==> config.mk <==
export PLATFORM = sky130hd
export DESIGN_NAME = rtc_alm_unit
export DESIGN_NICKNAME = d
export VERILOG_FILES = /design/src/rtl/rtc_alm_pkg.sv /design/src/rtl/rtc_alm_cmp.sv /design/src/rtl/rtc_alm_regs.sv /design/src/rtl/rtc_alm_flags.sv /design/src/rtl/rtc_alm_unit.sv
export SDC_FILE = /design/constraint.sdc
export NUM_CORES = 1
export LEC_CHECK = 0
export BUFFER_PORTS_ARGS = -buffer_cell sky130_fd_sc_hd__buf_4
export CAP_MARGIN = 20
export CELL_PAD_IN_SITES_DETAIL_PLACEMENT = 0
export CELL_PAD_IN_SITES_GLOBAL_PLACEMENT = 1
export CORE_MARGIN = 5
export CORE_UTILIZATION = 30
export CTS_CLUSTER_DIAMETER = 120
export DETAILED_ROUTE_END_ITERATION = 16
export GPL_TIMING_DRIVEN = 1
export HOLD_SLACK_MARGIN = 0.08
export PLACE_DENSITY = 0.63
export REMOVE_ABC_BUFFERS = 1
export SYNTH_ARGS = -nofsm -noshare
export SYNTH_HDL_FRONTEND = slang
export SYNTH_HIERARCHICAL = 1
export SYNTH_SLANG_ARGS = --single-unit
==> constraint.sdc <==
create_clock -name clk -period 1.4 [get_ports clk]
set_input_delay 0.07 -clock clk [delete_from_list [all_inputs] [get_ports clk]]
set_output_delay 0.07 -clock clk [all_outputs]
set_load 0.03 [all_outputs]
==> src/rtl/rtc_alm_pkg.sv <==
package rtc_alm_pkg;

    // register indices seen by the host
    localparam int IDX_CTRL = 11;
    localparam int IDX_FLAG = 12;

    // bit positions shared by the control byte and the flag byte
    localparam int BIT_SUM = 7;
    localparam int BIT_PER = 6;
    localparam int BIT_ALM = 5;
    localparam int BIT_UPD = 4;

    // one bit per interrupt source, in flag-byte order
    typedef struct packed {
        logic per;
        logic alm;
        logic upd;
    } src_t;

    // index of alarm field i (seconds, minutes, hours)
    function automatic int alarm_index(input int i);
        return 2 * i + 1;
    endfunction

endpackage

==> src/rtl/rtc_alm_cmp.sv <==
module rtc_alm_cmp
#(
    parameter int DW = 8,
    parameter int NF = 3
)
(
    input  logic [NF*DW-1:0] alarm_flat,
    input  logic [NF*DW-1:0] time_flat,
    output logic             all_match
);

    logic [NF-1:0] field_ok;

    generate
        for (genvar gi = 0; gi < NF; gi++) begin : g_field
            logic [DW-1:0] alm_b;
            logic [DW-1:0] tim_b;
            logic          wild;
            assign alm_b = alarm_flat[gi*DW +: DW];
            assign tim_b = time_flat[gi*DW +: DW];
            // both top bits set: the byte is a don't-care
            assign wild  = &alm_b[DW-1:DW-2];
            assign field_ok[gi] = wild || (alm_b == tim_b);
        end
    endgenerate

    assign all_match = &field_ok;

endmodule

==> src/rtl/rtc_alm_regs.sv <==
module rtc_alm_regs
    import rtc_alm_pkg::*;
#(
    parameter int DW = 8,
    parameter int AW = 4,
    parameter int NF = 3
)
(
    input  logic             clk,
    input  logic             rst_n,
    input  logic             wr,
    input  logic [AW-1:0]    addr,
    input  logic [DW-1:0]    wdata,
    output logic [NF*DW-1:0] alarm_flat,
    output src_t             en,
    output logic [DW-1:0]    rdata
);

    typedef struct packed {
        logic [NF-1:0][DW-1:0] alm;
        src_t                  en;
    } regs_t;

    regs_t st_d, st_q;

    always_comb begin
        st_d = st_q;
        if (wr) begin
            for (int i = 0; i < NF; i++) begin
                if (addr == AW'(alarm_index(i))) begin
                    st_d.alm[i] = wdata;
                end
            end
            if (addr == AW'(IDX_CTRL)) begin
                st_d.en.per = wdata[BIT_PER];
                st_d.en.alm = wdata[BIT_ALM];
                st_d.en.upd = wdata[BIT_UPD];
            end
        end
    end

    always_ff @(posedge clk or negedge rst_n) begin
        if (!rst_n) begin
            st_q <= '0;
        end else begin
            st_q <= st_d;
        end
    end

    always_comb begin
        rdata = '0;
        for (int i = 0; i < NF; i++) begin
            if (addr == AW'(alarm_index(i))) begin
                rdata = st_q.alm[i];
            end
        end
        if (addr == AW'(IDX_CTRL)) begin
            rdata[BIT_PER] = st_q.en.per;
            rdata[BIT_ALM] = st_q.en.alm;
            rdata[BIT_UPD] = st_q.en.upd;
        end
    end

    assign alarm_flat = st_q.alm;
    assign en         = st_q.en;

endmodule

==> src/rtl/rtc_alm_flags.sv <==
module rtc_alm_flags
    import rtc_alm_pkg::*;
(
    input  logic clk,
    input  logic rst_n,
    input  src_t set,
    input  logic clr,
    output src_t flags
);

    src_t fl_d, fl_q;

    always_comb begin
        // clear first, then let events of this cycle win
        fl_d = clr ? '0 : fl_q;
        fl_d = fl_d | set;
    end

    always_ff @(posedge clk or negedge rst_n) begin
        if (!rst_n) begin
            fl_q <= '0;
        end else begin
            fl_q <= fl_d;
        end
    end

    assign flags = fl_q;

endmodule

==> src/rtl/rtc_alm_unit.sv <==
module rtc_alm_unit
    import rtc_alm_pkg::*;
#(
    parameter int DW = 8,
    parameter int AW = 4
)
(
    input  logic          clk,
    input  logic          rst_n,
    input  logic [DW-1:0] tm_sec,
    input  logic [DW-1:0] tm_min,
    input  logic [DW-1:0] tm_hour,
    input  logic          upd_done,
    input  logic          per_tick,
    input  logic          host_wr,
    input  logic          host_rd,
    input  logic [AW-1:0] host_addr,
    input  logic [DW-1:0] host_wdata,
    output logic [DW-1:0] host_rdata,
    output logic [DW-1:0] flag_reg,
    output logic          irq
);

    localparam int NF = 3;

    logic [NF*DW-1:0] alarm_flat;
    logic [NF*DW-1:0] time_flat;
    logic             alarm_hit;
    logic [DW-1:0]    cfg_rdata;
    logic             flag_read;
    src_t             src_en;
    src_t             src_set;
    src_t             src_flags;
    logic             summary;

    assign time_flat = {tm_hour, tm_min, tm_sec};
    assign flag_read = host_rd && (host_addr == AW'(IDX_FLAG));

    rtc_alm_regs #(.DW(DW), .AW(AW), .NF(NF)) u_regs (
        .clk        (clk),
        .rst_n      (rst_n),
        .wr         (host_wr),
        .addr       (host_addr),
        .wdata      (host_wdata),
        .alarm_flat (alarm_flat),
        .en         (src_en),
        .rdata      (cfg_rdata)
    );

    rtc_alm_cmp #(.DW(DW), .NF(NF)) u_cmp (
        .alarm_flat (alarm_flat),
        .time_flat  (time_flat),
        .all_match  (alarm_hit)
    );

    always_comb begin
        src_set.per = per_tick;
        src_set.upd = upd_done;
        src_set.alm = upd_done && alarm_hit;
    end

    rtc_alm_flags u_flags (
        .clk   (clk),
        .rst_n (rst_n),
        .set   (src_set),
        .clr   (flag_read),
        .flags (src_flags)
    );

    assign summary = |(src_flags & src_en);

    always_comb begin
        flag_reg          = '0;
        flag_reg[BIT_SUM] = summary;
        flag_reg[BIT_PER] = src_flags.per;
        flag_reg[BIT_ALM] = src_flags.alm;
        flag_reg[BIT_UPD] = src_flags.upd;
    end

    assign irq = summary;

    always_comb begin
        if (host_addr == AW'(IDX_FLAG)) begin
            host_rdata = flag_reg;
        end else begin
            host_rdata = cfg_rdata;
        end
    end

endmodule

Word level (Yosys, flattened, before mapping) --
Cells that the tools add are included.
Operators by class: mux-type cells 6, equality and inequality tests 8, bitwise logic cells 2, reductions and logical operators 14
Operators by type and width (count):
- two-way mux 8 bit | 4
- == test 8 bit | 3
- AND reduction 2 bit | 7
- == test 4 bit (second input constant) | 2
- two-way mux 3 bit | 2
- == test 4 x 1 -> 1 bit (second input constant) | 1
- == test 4 x 2 -> 1 bit (second input constant) | 1
- == test 4 x 3 -> 1 bit (second input constant) | 1
- AND 3 bit | 1
- logical OR 1 bit | 3
- bitwise OR 3 bit | 1
- AND reduction 3 bit | 1
- OR reduction 3 bit | 1
- logical AND 1 bit | 2
Storage, ports and cells: flip-flop bits (word level) 30, input bits 42

Depth between registers and ports, before layout --
Gate-level depths: netlist of run 1.
depth after elaboration 6, depth in mapped cells 6, depth with buffers taken out 6

Cells and area by module --
Netlist of run 1, hierarchy kept.
Modules (own cells, without submodules):
- rtc_alm_regs | area an instance 1296.2 µm², times used 1, cells each 99, seq. area each 675.6 µm²
- rtc_alm_cmp | area an instance 280.3 µm², times used 1, cells each 34, seq. area each 0.0 µm²
- rtc_alm_unit | area an instance 186.4 µm², times used 1, cells each 21, seq. area each 0.0 µm²
- rtc_alm_flags | area an instance 101.3 µm², times used 1, cells each 7, seq. area each 75.1 µm²

Least setup slack after synthesis of run 1 --
OpenSTA, ideal clock, no wires.
path kind register to output, start point reg u_flags.fl_q (netlist bit u_flags/flags[0]), end point out flag_reg[7], path buffers 1, setup slack -0.002 ns, stages on the path, launching flop included 4, arrival 1.332 ns, data required time 1.330 ns, cell sequence dfrtp_1 a222oi_1 inv_1 buf_4
On the way: cells in the longest elaborated chain, start to end 2
Ends and longest elaborated chain:
- start, declared | line rtc_alm_flags.sv:11 | src_t fl_d, fl_q;
- start signal, assigned | line rtc_alm_flags.sv:23 | fl_q <= fl_d;
- AND 3 bit | line rtc_alm_unit.sv:70 | assign summary = |(src_flags & src_en);
- OR reduction 3 bit | line rtc_alm_unit.sv:70
- end, declared | line rtc_alm_unit.sv:20 | output logic [DW-1:0] flag_reg,
Every way passes these cells.

Worst setup path after layout of run 1 --
start point reg u_regs.st_q (netlist bit u_regs/alarm_flat[4]), end point out host_rdata[4]
On the way: cells in the longest elaborated chain, start to end 5
Ends and longest elaborated chain:
- start, declared | line rtc_alm_regs.sv:24 | regs_t st_d, st_q;
- start signal, assigned | line rtc_alm_regs.sv:46 | st_q <= st_d;
- two-way mux 8 bit (3 in a row) | line rtc_alm_regs.sv:53 | if (addr == AW'(alarm_index(i))) begin
- two-way mux 3 bit | line rtc_alm_regs.sv:57 | if (addr == AW'(IDX_CTRL)) begin
- via cfg_rdata[4] | line rtc_alm_unit.sv:29 | logic [DW-1:0] cfg_rdata;
- two-way mux 8 bit | line rtc_alm_unit.sv:83 | if (host_addr == AW'(IDX_FLAG)) begin
- end, declared | line rtc_alm_unit.sv:19 | output logic [DW-1:0] host_rdata,
The timed path passes the listed nets, and every way through them passes these cells.

==> flow_summary_export.csv, run 1 <==
group,metric,value,unit
detailed_routing,first_iter_violations,40,
synth,synth_top_area_share,0.4027,
floorplanning,ios,59,
synth,syn_area,1864,um2
detailed_routing,wire_per_inst,15.98,um
synth,post-synth-top-area-cell,"dfrtp_1",
sta,min_period_over_period,1.109,
finish,drive_gt1_frac,0.5101,
synth,syn_inst,161,
synth,synth.area.mux_share,0.2356,
sta,finClkSkew,0.008007,ns
detailed_routing,ant_nets,0,
critical_path,slowest_stage,"dfrtp_1",
min_path,hp-class,"primary input to async pin",
sta,setup_viol,9,
sta,tns,-0.9181,ns
cts,cts_tree,"done",
critical_path,ff2ff_setup_slack,-0.15,ns
finish,n_fill_cell,589,
finish,diodes,0,
global_routing,track_usage,0.1374,
synth,ys_top_cells_by_area,"dfrtp_1 (40%), mux2_2 (11%), xor2_1 (11%)",
synth,synth_compound_area_frac,0.07517,
critical_path,cp.required,1.33,ns
sta,fin_crit,1.553,ns
floorplanning,start_util,0.3112,
sta,maxSlewViolCount,0,
cts,cts.sinks,30,
detailed_routing,first_pass_iters,4,
placed_design,hpwl,3.928,mm
critical_path,r2r_cells,7,
synth,synth-simple-area-share,0.1248,
critical_path,path_cells,"nor2_1 > o21ai_1 > a32o_1 > mux2_4 > buf_6",
critical_path,cp.arrival,1.48,ns
synth,synth.distinct_cells,31,
critical_path,worst-setup-path-type,"flop to output pin",
finish,fin_nets,290,
sta,hold_viol,0,
global_routing,grt_first_pass_wirelength,8.059,mm
finish,area_growth,46.85,%
critical_path,critPathLaunchType,"flop",
detailed_routing,num_vias,1480,
synth,synth_xor_area_frac,0.1128,
finish,postLayoutCoreUtil,0.4570,
synth,syn_avg_cell_area,11.58,um2
global_routing,grt_start_max_net_pins,31,
floorplanning,dieArea,7891,um2
outcome,outcome,"complete, but fails checks",
cts,cts_made_buffers,5,
synth,synth-edff-count,0,
synth,ys_ff_latch,30,
synth,post-synth-top-count-cell,"dfrtp_1",
critical_path,path_max_fanout,2,
detailed_routing,routed_wl,5.146,mm
pwr,ir_worst_vdd,0.5138,mV
critical_path,startpoint,"u_regs/alarm_flat[4]",
sta,holdWs,0.2556,ns
cts,cts_max_path_buffers,2,
synth,synth-main-ff-cell,"dfrtp_1",
synth,yosysSeqAreaShare,0.4027,
outcome,violations,"negative setup slack",
sta,fmax,644.1,MHz
floorplanning,core.rowCount,28,
floorplanning,fp.dieH,88.83,um
detailed_routing,drc,0,
critical_path,r2r_start,"u_regs/alarm_flat[6]",
pwr,finalPower,0.003001,W
cts,clk_pin_slew_worst_paths,0.06,ns
cts,clock_latency,0.28,ns
pwr,cellLeakagePower,1.326,nW
synth,synth_fa_ha_area_frac,0,
floorplanning,core,5991,um2
critical_path,cpPeakStageDelay,0.37,ns
pwr,powerDensity,1096,nW/um2
global_routing,grt_pass1_vias,1636,
synth,synth_top_family_by_area,"multiplexers",
synth,synth_top_cells_by_count,"dfrtp_1 (30), xor2_1 (24), mux2_2 (19)",
floorplanning,die_x,88.83,um
placed_design,globalplace.congestion,0.7497,
critical_path,end_kind,"output pin",
run,cap_violations,0,
global_routing,grt.overflow.total,0,
synth,async_reset_ff_frac,1.000,
synth,ys_warn_count,6,
critical_path,r2r_end,"u_flags/flags[1]",
sta,setup_slack,-0.1526,ns
cts,htreeDepth,2,
sta,rsz0062_at_grt,"true",
cts,cts_root_buf,"clkbuf_8",
global_routing,grt_antenna_before_repair,0,
placed_design,io_buffer_count,54,
detailed_routing,via_per_inst,4.596,
flip-flops by register name, indices dropped and copies added (netlist names):
signal             flops
u_regs/en              3
u_flags/flags          3
u_regs/alarm_flat     24
placed cells by master (no fill, tap or decap), drive strengths merged, types with 2 or more instances in the layout:
master / Yosys / routed
buf: 8 / 75
dfrtp: 30 / 30
mux2: 30 / 30
xor2: 24 / 24
dlygate4sd3: 0 / 11
o21ai: 11 / 11
nand2: 10 / 10
inv: 6 / 6
mux2i: 6 / 6
clkbuf: 1 / 6
nor4: 6 / 6
and2b: 5 / 5
conb: 1 / 4
nor2: 4 / 4
a21o: 3 / 3
a32o: 3 / 3
a22oi: 3 / 3
and4bb: 2 / 2
and2: 2 / 2
layout make-up:
type | instances | area [um2] | area share
Multi-Input combinational cell | 119 | 1069 | 0.3903
Tap cell | 75 | 93.84 | 0.03428
Sequential cell | 30 | 750.7 | 0.2742
Clock buffer | 6 | 82.58 | 0.03016
Inverter | 6 | 22.52 | 0.008227
Timing Repair Buffer | 86 | 719.4 | 0.2628
metrics by stage:
stage	worst slack, ns	std cells	cell area, um2
floorplan	0.07929	155	1810
global placement	-0.09952	298	2427
detailed placement	-0.08323	298	2427
CTS	-0.1684	322	2703
global route	-0.2337	322	2738
finish	-0.1526	322	2738
kinds of logic after synthesis:
group,after synthesis
other cells,1
simple gates,34
mux,36
flops,30
compound gates,21
xor+xnor,24
buf+inv,15
metal layers:
| layer | part of all wire | vias to the layer above | track usage |
|---|---|---|---|
| li1 | - | 737 | - |
| met1 | 0.44 | 704 | 0.1805 |
| met2 | 0.50 | 35 | 0.2260 |
| met3 | 0.049 | 4 | 0.03259 |
| met4 | 0.0078 | 0 | 0.03709 |
| met5 | 0 | - | 0 |
timing repair:
item,in CTS,in global routing
gates resized for setup,14,7
hold buffers,11,0
pin swaps,14,13
endpoints found under the setup margin,10,10
hold endpoints to repair,57,0
buffers inserted,9,0
worst max-delay path by stage:
stage / end / slack [ns] / depth (start not counted)
CTS: host_rdata[4] / -0.17 / 5
finish: host_rdata[4] / -0.15 / 5
floorplan: u_flags/flags[1] / 0.08 / 6
global route: u_flags/flags[1] / -0.23 / 7
global placement: u_flags/flags[1] / -0.1 / 6
detailed placement: u_flags/flags[1] / -0.08 / 6
power by group:
group          switching [W]  internal, W
Combinational       0.000501     0.000636
Sequential          0.000141      0.00105
Clock               0.000290     0.000378
worst max-delay path: cells and delay by family (launching register included):
| family | cells | cell delay [ns] |
|---|---|---|
| AOI/OAI and AO/OA | 2 | 0.33 |
| muxes | 1 | 0.27 |
| DFF | 1 | 0.37 |
| and+or+nand+nor | 1 | 0.11 |
| buffers and inverters | 1 | 0.14 |
No activity file was read; power rests on OpenSTA's default activity.
==> run 2: changes to the inputs <==
PLACE_DENSITY = 0.64   (was 0.63)
SYNTH_HIERARCHICAL = unset   (was 1)
==> run 2 against run 1 <==
Against the previous run:
- the flow still finishes with violations (negative setup slack)
- global-route usage increased by 0.95 points
- sequential share of layout area increased by 0.64 points
- utilization about the same
- routed wire length increased by 0.52%
- clock skew decreased by 0.0048 ns
- die area decreased by 3.4%
- critical endpoint is now host_rdata[7]
- largest cell class unchanged
- largest power group unchanged
==> flow_summary_export.csv, run 2 <==
group,metric,value,unit
floorplanning,start_util,0.3065,
pwr,p_clk_frac,0.216,
synth,synth_top_area_share,0.4187,
cts,cts_root_buf,"clkbuf_8",
finish,drive_gt1_frac,0.5000,
synth,synth_top_cells_by_count,"dfrtp_1 (30), xor2_1 (24), mux2_2 (19)",
synth,ys_top_cells_by_area,"dfrtp_1 (42%), mux2_2 (12%), xor2_1 (12%)",
cts,clk_pin_slew_worst_paths,0.06,ns
global_routing,grt_start_max_net_pins,31,
cts,htreeDepth,2,
outcome,outcome,"complete, but fails checks",
synth,syn_avg_cell_area,11.64,um2
sta,fin_crit,1.478,ns
placed_design,globalplace.congestion,0.7677,
critical_path,path_max_fanout,2,
pwr,p_switching,0.0009455,W
sta,hold_viol,0,
detailed_routing,wire_per_inst,16.12,um
global_routing,grt_antenna_before_repair,0,
finish,fin_nets,288,
critical_path,critPathLaunchType,"flop",
cts,clock_latency,0.28,ns
sta,setup_viol,8,
cts,cts_max_path_buffers,2,
critical_path,cp.arrival,1.41,ns
synth,synth-edff-count,0,
synth,yosysSeqAreaShare,0.4187,
synth,synth-main-ff-cell,"dfrtp_1",
cts,cts.sinks,30,
run,cap_violations,0,
critical_path,cpPeakStageDelay,0.38,ns
pwr,intPower,0.002035,W
detailed_routing,routed_wl,5.173,mm
synth,synth.distinct_cells,28,
min_path,holdPathStages,4,
critical_path,r2r_cells,4,
floorplanning,die_x,87.31,um
synth,post-synth-top-area-cell,"dfrtp_1",
critical_path,path_depth,4,
floorplanning,core,5851,um2
detailed_routing,ant_nets,0,
global_routing,track_usage,0.1469,
finish,area_growth,49.20,%
sta,tns,-0.2872,ns
sta,fmax,676.6,MHz
detailed_routing,drc,0,
placed_design,io_buffer_count,54,
critical_path,path_delay_family,"compound AO/OA/AOI/OAI gates",
critical_path,crit_buf_inv,2,
global_routing,grt_first_pass_wirelength,8.562,mm
finish,n_fill_cell,596,
outcome,violations,"negative setup slack",
sta,rsz0062_at_grt,"true",
cts,cts_tree,"done",
floorplanning,core.rowCount,28,
detailed_routing,via_per_inst,4.614,
synth,ys_warn_count,0,
finish,fin_area,2675,um2
min_path,hp-class,"primary input to flop",
finish,final_common_cell,"buf_4",
floorplanning,ios,59,
sta,maxSlewViolCount,0,
global_routing,grt.overflow.total,0,
cts,cts_made_buffers,5,
critical_path,cp.required,1.33,ns
floorplanning,dieArea,7623,um2
placed_design,hpwl,4.065,mm
finish,register_area,750.7,um2
finish,diodes,0,
finish,largest_reg_flops,24,
global_routing,grt_pass1_vias,1701,
finish,multi_input_area,1002,um2
critical_path,slowest_stage,"dfrtp_1",
pwr,finalPower,0.002981,W
detailed_routing,first_iter_violations,42,
pwr,comb_power_share,0.376,
synth,async_reset_ff_frac,1.000,
synth,ys_ff_latch,30,
critical_path,path_cells,"a222oi_1 > inv_1 > o2bb2ai_1 > buf_4",
detailed_routing,num_vias,1481,
synth,post-synth-top-count-cell,"dfrtp_1",
sta,min_period_over_period,1.056,
critical_path,end_kind,"output pin",
synth,syn_inst,154,
pwr,ir_worst_vdd,0.5100,mV
sta,finClkSkew,0.003158,ns
pwr,cellLeakagePower,1.296,nW
critical_path,worst-setup-path-type,"flop to output pin",
sta,setup_slack,-0.07798,ns
synth,syn_area,1793,um2
placed_design,placed_cell_area,2404,um2
floorplanning,fp.dieH,87.31,um
pwr,pwr-share-seq,0.407,
finish,final_cell_mix,"buf_4 (74), dfrtp_1 (30), xor2_1 (24)",
pwr,powerDensity,1114,nW/um2
pwr,p_sw_frac,0.3172,
detailed_routing,first_pass_iters,4,
==> run 2: changes by cell type in the layout (fill, tap and decap cells not counted), moves of 3 or more <==
cell     change
o21ai_0      -4
a22oi_1      +5
nor2_1       +9
a21oi_1      +7
buf_4        +9
a32o_1       -3
nand2_1      -4
mux2_4       -3
o21ai_1      -4
and2b_2      -4
inv_1        -4
==> run 2: cell families (layout without fill, tap and decap cells) <==
family | Yosys count | after routing | synth area share
xor+xnor | 24 | 24 | 0.1172
mux | 35 | 35 | 0.2310
buf+inv | 12 | 101 | 0.04466
compound gates | 21 | 21 | 0.07537
other cells | 1 | 4 | 0.002092
flops | 30 | 30 | 0.4187
simple gates | 31 | 31 | 0.1110
==> run 2: power by group through the flow <==
stage	Clock (W)	Sequential [W]	Combinational, W
2_1_floorplan	0	0.00121	0.000540
3_3_place_gp	0	0.00122	0.000988
3_5_place_dp	0	0.00123	0.000996
6_report	0.000645	0.00121	0.00112
5_1_grt	0.000708	0.00124	0.00123
4_1_cts	0.000675	0.00122	0.00108
==> run 2: metrics by stage <==
stage,hold slack [ns],instances,util,setup slack (ns)
floorplan,-0.2256,147,-,-0.1898
global route,0.1787,321,0.4572,-0.1815
CTS,0.1237,320,0.4512,-0.09867
global placement,0.03430,299,0.4108,-0.1081
finish,0.1301,321,0.4572,-0.07798
detailed placement,0.03071,299,0.4108,-0.08328
==> run 2: final cells by class <==
type / count / share of cell area
Clock buffer: 7 / 0.02853
Timing Repair Buffer: 92 / 0.2783
Tap cell: 75 / 0.03508
Sequential cell: 30 / 0.2806
Multi-Input combinational cell: 115 / 0.3746
Inverter: 2 / 0.002806
==> run 2: metal layers <==
layer  track usage  up-vias  routed length, um
met1        0.1936      696               2455
met2        0.2301       53               2243
li1              -      724                  -
met3       0.04730        8                397
met4       0.04184        0                 76
met5             0        -                  0
==> run 2: path summary, 6_finish.rpt <==
check	start	end	slack, ns
max	u_flags.flags[2]	host_rdata[7]	-0.08
min	host_rd	u_flags.flags[0]	0.13
max reg2reg	u_regs.alarm_flat[5]	u_flags.flags[1]	-0.05
min reg2reg	u_regs.en[1]	u_regs.en[1]	0.54
max in group asynchronous	rst_n	u_regs.alarm_flat[22]	0.85
min in group asynchronous	rst_n	u_regs.alarm_flat[20]	0.26
==> run 2: worst min-delay path, cell delays in order <==
cell	delay (ns)
buf_4	0.07
nand2_1	0.08
nand2_1	0.09
nand2_1	0.05
==> run 2: repair_timing <==
action,4_1_cts,5_1_grt
hold buffers,11,0
pin swaps,1,2
setup endpoints to repair,9,9
hold endpoints to repair,59,0
cloned,0,0
resized for setup,7,7
setup buffers,3,1
